### config.mk
export PLATFORM = sky130hd
export DESIGN_NAME = delay_timer_bank
export DESIGN_NICKNAME = d
export VERILOG_FILES = /design/src/rtl/tmr_pkg.sv /design/src/rtl/tmr_edge_sync.sv /design/src/rtl/tmr_channel.sv /design/src/rtl/delay_timer_bank.sv
export SDC_FILE = /design/constraint.sdc
export NUM_CORES = 1
export LEC_CHECK = 0
export BUFFER_PORTS_ARGS = -buffer_cell sky130_fd_sc_hd__buf_2
export CAP_MARGIN = 0
export CELL_PAD_IN_SITES_DETAIL_PLACEMENT = 1
export CELL_PAD_IN_SITES_GLOBAL_PLACEMENT = 1
export CORE_ASPECT_RATIO = 2
export CORE_MARGIN = 2
export CORE_UTILIZATION = 40
export DETAILED_ROUTE_END_ITERATION = 12
export GPL_ROUTABILITY_DRIVEN = 0
export GPL_TIMING_DRIVEN = 0
export PLACE_DENSITY = 0.78
export SYNTH_ARGS = -nofsm -noshare
export SYNTH_HDL_FRONTEND = slang
export SYNTH_SLANG_ARGS = --single-unit
### constraint.sdc
create_clock -name clk -period 7.5 [get_ports clk]
set_input_delay 1.5 -clock clk [delete_from_list [all_inputs] [get_ports clk]]
set_output_delay 1.5 -clock clk [all_outputs]
set_load 0.02 [all_outputs]
### src/rtl/tmr_pkg.sv
package tmr_pkg;

  // Number of events for a duration code: a power of two offset by the base.
  function automatic logic [31:0] code_to_events(input logic [7:0] code,
                                                 input int unsigned base_log2);
    logic [31:0] one;
    one = 32'd1;
    return one << (32'(code) + base_log2);
  endfunction

  // Count width that holds the largest length for a code width and base.
  function automatic int unsigned count_width(input int unsigned code_w,
                                              input int unsigned base_log2);
    return base_log2 + (1 << code_w);
  endfunction

endpackage

### src/rtl/tmr_edge_sync.sv
module tmr_edge_sync #(
  parameter int unsigned STAGES = 2
) (
  input  logic clk,
  input  logic rst_n,
  input  logic async_in,
  output logic rise
);
  logic [STAGES-1:0] chain_q;
  logic              last_q;

  always_ff @(posedge clk or negedge rst_n) begin
    if (!rst_n) begin
      chain_q <= '0;
      last_q  <= 1'b0;
    end else begin
      chain_q <= {chain_q[STAGES-2:0], async_in};
      last_q  <= chain_q[STAGES-1];
    end
  end

  assign rise = chain_q[STAGES-1] & ~last_q;
endmodule

### src/rtl/tmr_channel.sv
module tmr_channel
  import tmr_pkg::*;
#(
  parameter int unsigned CODE_W    = 4,
  parameter int unsigned BASE_LOG2 = 3,
  parameter int unsigned CNT_W     = count_width(CODE_W, BASE_LOG2)
) (
  input  logic              clk,
  input  logic              rst_n,
  input  logic              run,
  input  logic              use_ext,
  input  logic [CODE_W-1:0] code,
  input  logic              tick,
  input  logic              ext_rise,
  output logic              start_evt,
  output logic              step_evt,
  output logic              done
);
  logic             active_q;
  logic             ext_mode_q;
  logic             done_q;
  logic [CNT_W-1:0] count_q;
  logic [CNT_W-1:0] limit_q;
  logic [CNT_W-1:0] count_inc;
  logic [CNT_W-1:0] limit_new;
  logic [31:0]      limit_full;

  always_comb begin
    limit_full = code_to_events(8'(code), BASE_LOG2);
    limit_new  = limit_full[CNT_W-1:0];
  end

  assign start_evt = run & ~active_q;
  assign step_evt  = run & active_q & ~done_q & (ext_mode_q ? ext_rise : tick);
  assign count_inc = count_q + 1'b1;

  always_ff @(posedge clk or negedge rst_n) begin
    if (!rst_n) begin
      active_q   <= 1'b0;
      ext_mode_q <= 1'b0;
      done_q     <= 1'b0;
      count_q    <= '0;
      limit_q    <= '0;
    end else if (!run) begin
      active_q <= 1'b0;
      done_q   <= 1'b0;
      count_q  <= '0;
    end else if (start_evt) begin
      active_q   <= 1'b1;
      ext_mode_q <= use_ext;
      limit_q    <= limit_new;
      count_q    <= '0;
      done_q     <= 1'b0;
    end else if (step_evt) begin
      count_q <= count_inc;
      if (count_inc == limit_q) done_q <= 1'b1;
    end
  end

  assign done = done_q;
endmodule

### src/rtl/delay_timer_bank.sv
module delay_timer_bank
  import tmr_pkg::*;
#(
  parameter int unsigned NUM_TIMERS  = 4,
  parameter int unsigned CODE_W      = 4,
  parameter int unsigned BASE_LOG2   = 3,
  parameter int unsigned SYNC_STAGES = 2
) (
  input  logic                         clk,
  input  logic                         rst_n,
  input  logic                         tick,
  input  logic                         ext_clk,
  input  logic [NUM_TIMERS-1:0]        run,
  input  logic [NUM_TIMERS-1:0]        use_ext,
  input  logic [NUM_TIMERS*CODE_W-1:0] dur_code,
  output logic [NUM_TIMERS-1:0]        done
);
  localparam int unsigned CNT_W = count_width(CODE_W, BASE_LOG2);

  logic                  ext_rise;
  logic [NUM_TIMERS-1:0] start_evt;
  logic [NUM_TIMERS-1:0] step_evt;

  tmr_edge_sync #(.STAGES(SYNC_STAGES)) u_sync (
    .clk      (clk),
    .rst_n    (rst_n),
    .async_in (ext_clk),
    .rise     (ext_rise)
  );

  for (genvar i = 0; i < NUM_TIMERS; i++) begin : g_ch
    tmr_channel #(
      .CODE_W    (CODE_W),
      .BASE_LOG2 (BASE_LOG2),
      .CNT_W     (CNT_W)
    ) u_ch (
      .clk       (clk),
      .rst_n     (rst_n),
      .run       (run[i]),
      .use_ext   (use_ext[i]),
      .code      (dur_code[i*CODE_W +: CODE_W]),
      .tick      (tick),
      .ext_rise  (ext_rise),
      .start_evt (start_evt[i]),
      .step_evt  (step_evt[i]),
      .done      (done[i])
    );
  end
endmodule

Word-level counts from Yosys, hierarchy flattened --
Cells that the tools add are included.
Storage, ports and cells: register bits 167, input port bits 28, output and inout port bits 4, logic and storage cells 124
Operators by class: add/subtract/negate cells 8, equal/unequal tests 16, shifts and indexed selects 4, multiplexer cells 40, bitwise logic cells 26, reductions and logical operators 8
Operators with widths (count):
- 19-bit 2-to-1 mux | 12
- 1-bit by 32-bit left shift with 19-bit output (first input constant) | 4
- 19-bit by 1-bit adder with 19-bit output (second input constant) | 4
- 19-bit equality test | 4
- 1-bit 2-to-1 mux | 28
- 3-bit by 1-bit != test with 1-bit output (second input constant) | 8
- 4-bit by 2-bit adder with 5-bit output (second input constant) | 4
- 1-bit AND | 17
- 2-bit AND reduction | 8
- 1-bit NOT | 9
- 2-bit by 1-bit != test with 1-bit output (second input constant) | 4

Depth between registers and ports, before layout --
depth in word-level cells 7, depth in mapped cells 9, depth with buffers taken out 8

Hierarchy --
A second synthesis with hierarchy kept.
Second synthesis, totals: cells, all modules 1000, area total of the unflattened synthesis 9387.8 um^2
By module, submodules not included:
- tmr_channel | times used 4, cells each 249, area an instance 2324.7 um^2, sequential area each 1026.0 um^2
- tmr_edge_sync | times used 1, cells each 4, area an instance 88.8 um^2, sequential area each 75.1 um^2

Worst setup path before layout --
No wires, ideal clock.
kind input to register, start input port tick, end register g_ch[2].u_ch.done_q, library setup time 0.077 ns, data arrival time 2.967 ns, data required time 7.423 ns, slack 4.456 ns, stages 6, buffers on the path 0, cells stage by stage mux2i_1 > or4_1 > or4_1 > nor4_1 > o2111ai_1 > o21ai_1
Between the ends: word-level cells in the longest chain between the ends 4
Ends and longest elaborated chain:
- from (decl) | line delay_timer_bank.sv:11 | input logic tick,
- 1-bit 2-to-1 mux | line tmr_channel.sv:34 | assign step_evt = run & active_q & ~done_q & (ext_mode_q ? ext_rise : tick);
- 1-bit AND | line tmr_channel.sv:34
- 3-bit by 1-bit != test with 1-bit output (no line)
- 2-bit AND reduction (no line)
- to (signal assigned) | line tmr_channel.sv:41 | done_q <= 1'b0;
- to (signal assigned) | line tmr_channel.sv:46 | done_q <= 1'b0;
- to (signal assigned) | line tmr_channel.sv:53 | done_q <= 1'b0;
- to (decl) | line tmr_channel.sv:21 | logic done_q;
Every way passes these cells. A chain may end at the register's enable or synchronous reset.

Worst setup path in the final report --
start input port tick, end register g_ch[3].u_ch.count_q[9]
Between the ends: word-level cells in the longest chain between the ends 3
Ends and longest elaborated chain:
- 1-bit 2-to-1 mux | line tmr_channel.sv:34
- 1-bit AND | line tmr_channel.sv:34
- 3-bit by 1-bit != test with 1-bit output (no line)
- to (signal assigned) | line tmr_channel.sv:55 | count_q <= count_inc;
- to (decl) | line tmr_channel.sv:22 | logic [CNT_W-1:0] count_q;
Every way passes these cells.

==> reports/qor.log <==
qor: sta.finalCritPeriodShare 45.7%
qor: logic_synthesis.asyncSetResetFlopFracSynth 100%
qor: sta.fin_crit 3420 ps
qor: global_routing.wire_length_of_the_first_global_routing_pass 42000 um
qor: clock_network.cts_resized 0
qor: detailed_routing.first_pass_iters 4
qor: power_and_ir_drop.post-layout-total-power 2090 uW
qor: logic_synthesis.syn-instance-count 1014
qor: cells_and_area.area_of_the_multi_input_gates 0.00489 mm2
qor: die.overall_die_area 0.0248 mm2
qor: sta.timing.final.setup_violations 0
qor: placed_design.placed_cells_incl_taps 1328
qor: hold_path.timing.hold.worst.class flop to flop
qor: logic_synthesis.number_of_storage_elements_in_the_synthesis_netlist 167
qor: worst_setup_path.setup.worst_path.class primary input to flop
qor: die.die_height 221 um
qor: cells_and_area.area_growth_from_synthesis_to_final_layout 12.7%
qor: logic_synthesis.synth_cell_type_count 63
qor: sta.finalMaxSlewViolations 0
qor: clock_network.htree_num_levels 4
qor: global_routing.track_usage 21.4%
qor: sta.fmax 292 MHz
qor: job.max-cap-violations 0
qor: logic_synthesis.syn_area_per_cell 9.27 um2
qor: cells_and_area.filler_cell_count 2742
qor: cells_and_area.non_filler_cells_final 1360
qor: detailed_routing.detail_route.drc_violations 0
qor: global_routing.grt_start_max_net_pins 112
qor: clock_network.worst_skew_late_latency 460 ps
qor: clock_network.cts_setup_buffers 0
qor: sta.fin_worst_skew 7.91 ps
qor: cells_and_area.nNetsFinal 1096
qor: clock_network.cts-buffers-inserted 17
qor: worst_setup_path.critPathArrivalTime 3780 ps
qor: cells_and_area.num_antenna_cells 0
qor: worst_setup_path.cp-end-kind flop
qor: clock_network.cts-hold-fix-buffers 0
qor: placed_design.io_buffer_count 30
qor: die.die_width 112 um
qor: cells_and_area.final_layout_size_suffix_gt1_share 9.38%
qor: outcome.run_status finished, final reports clean
qor: global_routing.first_global_vias 8191
qor: detailed_routing.routed_wire_length_per_instance 18.4 um
qor: detailed_routing.detail_route.vias_per_cell 5.63
qor: logic_synthesis.yosysWarningCount 0
qor: worst_setup_path.crit_path_max_fanout 10
qor: detailed_routing.drt_iter0_markers 276
qor: placed_design.dp.final_hpwl 18700 um
qor: clock_network.clk_path_buf_depth 2
qor: clock_network.tritoncts built
qor: sta.fin_setup_tns 0 ps
qor: logic_synthesis.synth_area 0.00940 mm2
qor: power_and_ir_drop.power_density 197 mW/mm2
qor: global_routing.overflow 0
qor: detailed_routing.drt.antenna.violating_nets 0
qor: global_routing.grt_antenna_before_repair 0
qor: clock_network.clock-root-buffer clkbuf_16
qor: worst_setup_path.worstSetupStartpointType primary input
qor: cells_and_area.register_area 0.00418 mm2
qor: die.floorplan.io_pins 32
qor: logic_synthesis.dominantRegCellSynth dfrtp_1
qor: sta.final_hold_viol_count 0
qor: detailed_routing.total_routed_wirelength 25000 um
qor: clock_network.cts_sinks 167
qor: logic_synthesis.ys_seq_area_share 44.5%
qor: die.initial_core_utilization 40.6%
qor: sta.unrepaired_setup_endpoints_after_global_routing false
qor: logic_synthesis.synth_enable_flop_cells 0
qor: power_and_ir_drop.leak 0.00438 uW
qor: detailed_routing.vias 7650
qor: die.core_area 0.0231 mm2
qor: worst_setup_path.worstPathRequired 7850 ps
qor: sta.worst_slew_slack_as_a_fraction_of_its_limit 37.1%
qor: die.row_count 79
qor: power_and_ir_drop.maximum_vdd_ir_drop 245 uV
qor: logic_synthesis.syn-num-nets 1046
qor: sta.worst_pin_slew 935 ps
qor: clock_network.clk_pin_slew_worst_paths 70 ps
qor: cells_and_area.layout.core_utilization 45.8%
## synthesized netlist by cell type (6+ instances only)
| cell type | count | area [um2] |
|---|---|---|
| dfrtp_1 | 167 | 4180 |
| nor2_1 | 113 | 424 |
| xnor2_1 | 94 | 823 |
| nand2_1 | 86 | 323 |
| o21ai_0 | 64 | 320 |
| xor2_1 | 60 | 526 |
| clkbuf_1 | 52 | 195 |
| a22o_1 | 42 | 368 |
| nand3_1 | 42 | 210 |
| nand4_1 | 36 | 225 |
| nor3_1 | 31 | 155 |
| a21oi_1 | 20 | 100 |
| and2_1 | 18 | 113 |
| o31ai_1 | 15 | 113 |
| nor2b_1 | 13 | 81.3 |
| nor4_1 | 13 | 81.3 |
| buf_2 | 11 | 55.1 |
| nand2b_1 | 11 | 68.8 |
| mux2i_1 | 9 | 90.1 |
| nand4b_1 | 9 | 78.8 |
| nor3b_1 | 9 | 67.6 |
| or3_1 | 8 | 50.1 |
| and3_1 | 7 | 43.8 |
| buf_4 | 6 | 45.0 |
| o211ai_1 | 6 | 45.0 |
## stage by stage
stage | area (um2) | setup WS, ps | hold slack, ps
2_1_floorplan | 9400 | 4460 | 331
3_3_place_gp | 9900 | 2220 | 375
3_5_place_dp | 9940 | 3650 | 392
4_1_cts | 10600 | 4090 | 404
5_1_grt | 10600 | 3880 | 418
6_report | 10600 | 4080 | 405
## layer usage
| metal | GRT usage (%) | up-vias | share of wire (%) |
|---|---|---|---|
| li1 | - | 3659 | - |
| met1 | 22.1 | 3826 | 38 |
| met2 | 40.8 | 109 | 56 |
| met3 | 3.20 | 56 | 1.9 |
| met4 | 11.5 | 0 | 4.4 |
| met5 | 0 | - | 0 |
## state kept, by name, summed over array words and instances, names as in the netlist
name	flops
u_sync.last_q	1
g_ch.u_ch.count_q	76
g_ch.u_ch.ext_mode_q	4
g_ch.u_ch.limit_q	76
u_sync.chain_q	2
g_ch.u_ch.active_q	4
g_ch.u_ch.done	4
## area by class of cell
| type | count | share of cell area (%) |
|---|---|---|
| clock buffer | 19 | 4.28 |
| tap | 283 | 3.35 |
| timing repair buffer | 31 | 1.77 |
| clock inverter | 13 | 1.83 |
| sequential | 167 | 39.5 |
| multi-input combinational | 771 | 46.2 |
| inverter | 5 | 0.177 |
| buffer | 71 | 2.88 |
## cell families (layout without fill, tap and decap cells)
kind of cell             after synthesis  in the layout  share of synthesized area, %
multiplexers                          13             13                          1.44
AND/OR/NAND/NOR                      427            427                          23.5
buffers and inverters                 76            139                          3.45
XOR/XNOR                             154            154                          14.4
flip-flops                           167            167                          44.5
AO/OA/AOI/OAI                        173            173                          12.3
adder cells (fa/ha/maj)                4              4                         0.533
## layout by cell type, fill, tap and decap left out, types with 7 or more instances in the layout
master       n
dfrtp_1    167
nor2_1     113
xnor2_1     94
nand2_1     86
o21ai_0     64
xor2_1      60
clkbuf_1    52
nand3_1     42
a22o_1      42
buf_2       40
nand4_1     36
nor3_1      31
a21oi_1     20
and2_1      18
clkbuf_16   17
o31ai_1     15
nor2b_1     13
nor4_1      13
nand2b_1    11
mux2i_1      9
nand4b_1     9
nor3b_1      9
or3_1        8
and3_1       7
## critical path, cell delays in order
cell	delay [ps]
buf_2	130
nor2b_1	130
o211ai_1	280
or2_2	170
clkbuf_1	280
and3_1	200
clkbuf_1	330
clkbuf_1	470
o21ai_0	170
o31ai_1	100
## where the power goes
group	internal [uW]	switching [uW]
clock	579	395
combinational	59.7	104
sequential	923	25.4
## path summary, 6_finish.rpt
| path | from | slack, ps | cells past startpoint | to |
|---|---|---|---|---|
| setup / recovery | tick | 4080 | 10 | g_ch[3].u_ch.count_q[9] |
| hold / removal | u_sync.chain_q[0] | 400 | 0 | u_sync.chain_q[1] |
| setup reg to reg | g_ch[0].u_ch.count_q[0] | 4580 | 7 | g_ch[0].u_ch.done |
| hold reg to reg | u_sync.chain_q[0] | 400 | 0 | u_sync.chain_q[1] |
| max in group asynchronous | rst_n | 5610 | 2 | g_ch[3].u_ch.limit_q[17] |
| min in group asynchronous | rst_n | 950 | 1 | g_ch[1].u_ch.count_q[1] |
(Power assumes the default switching activity.)
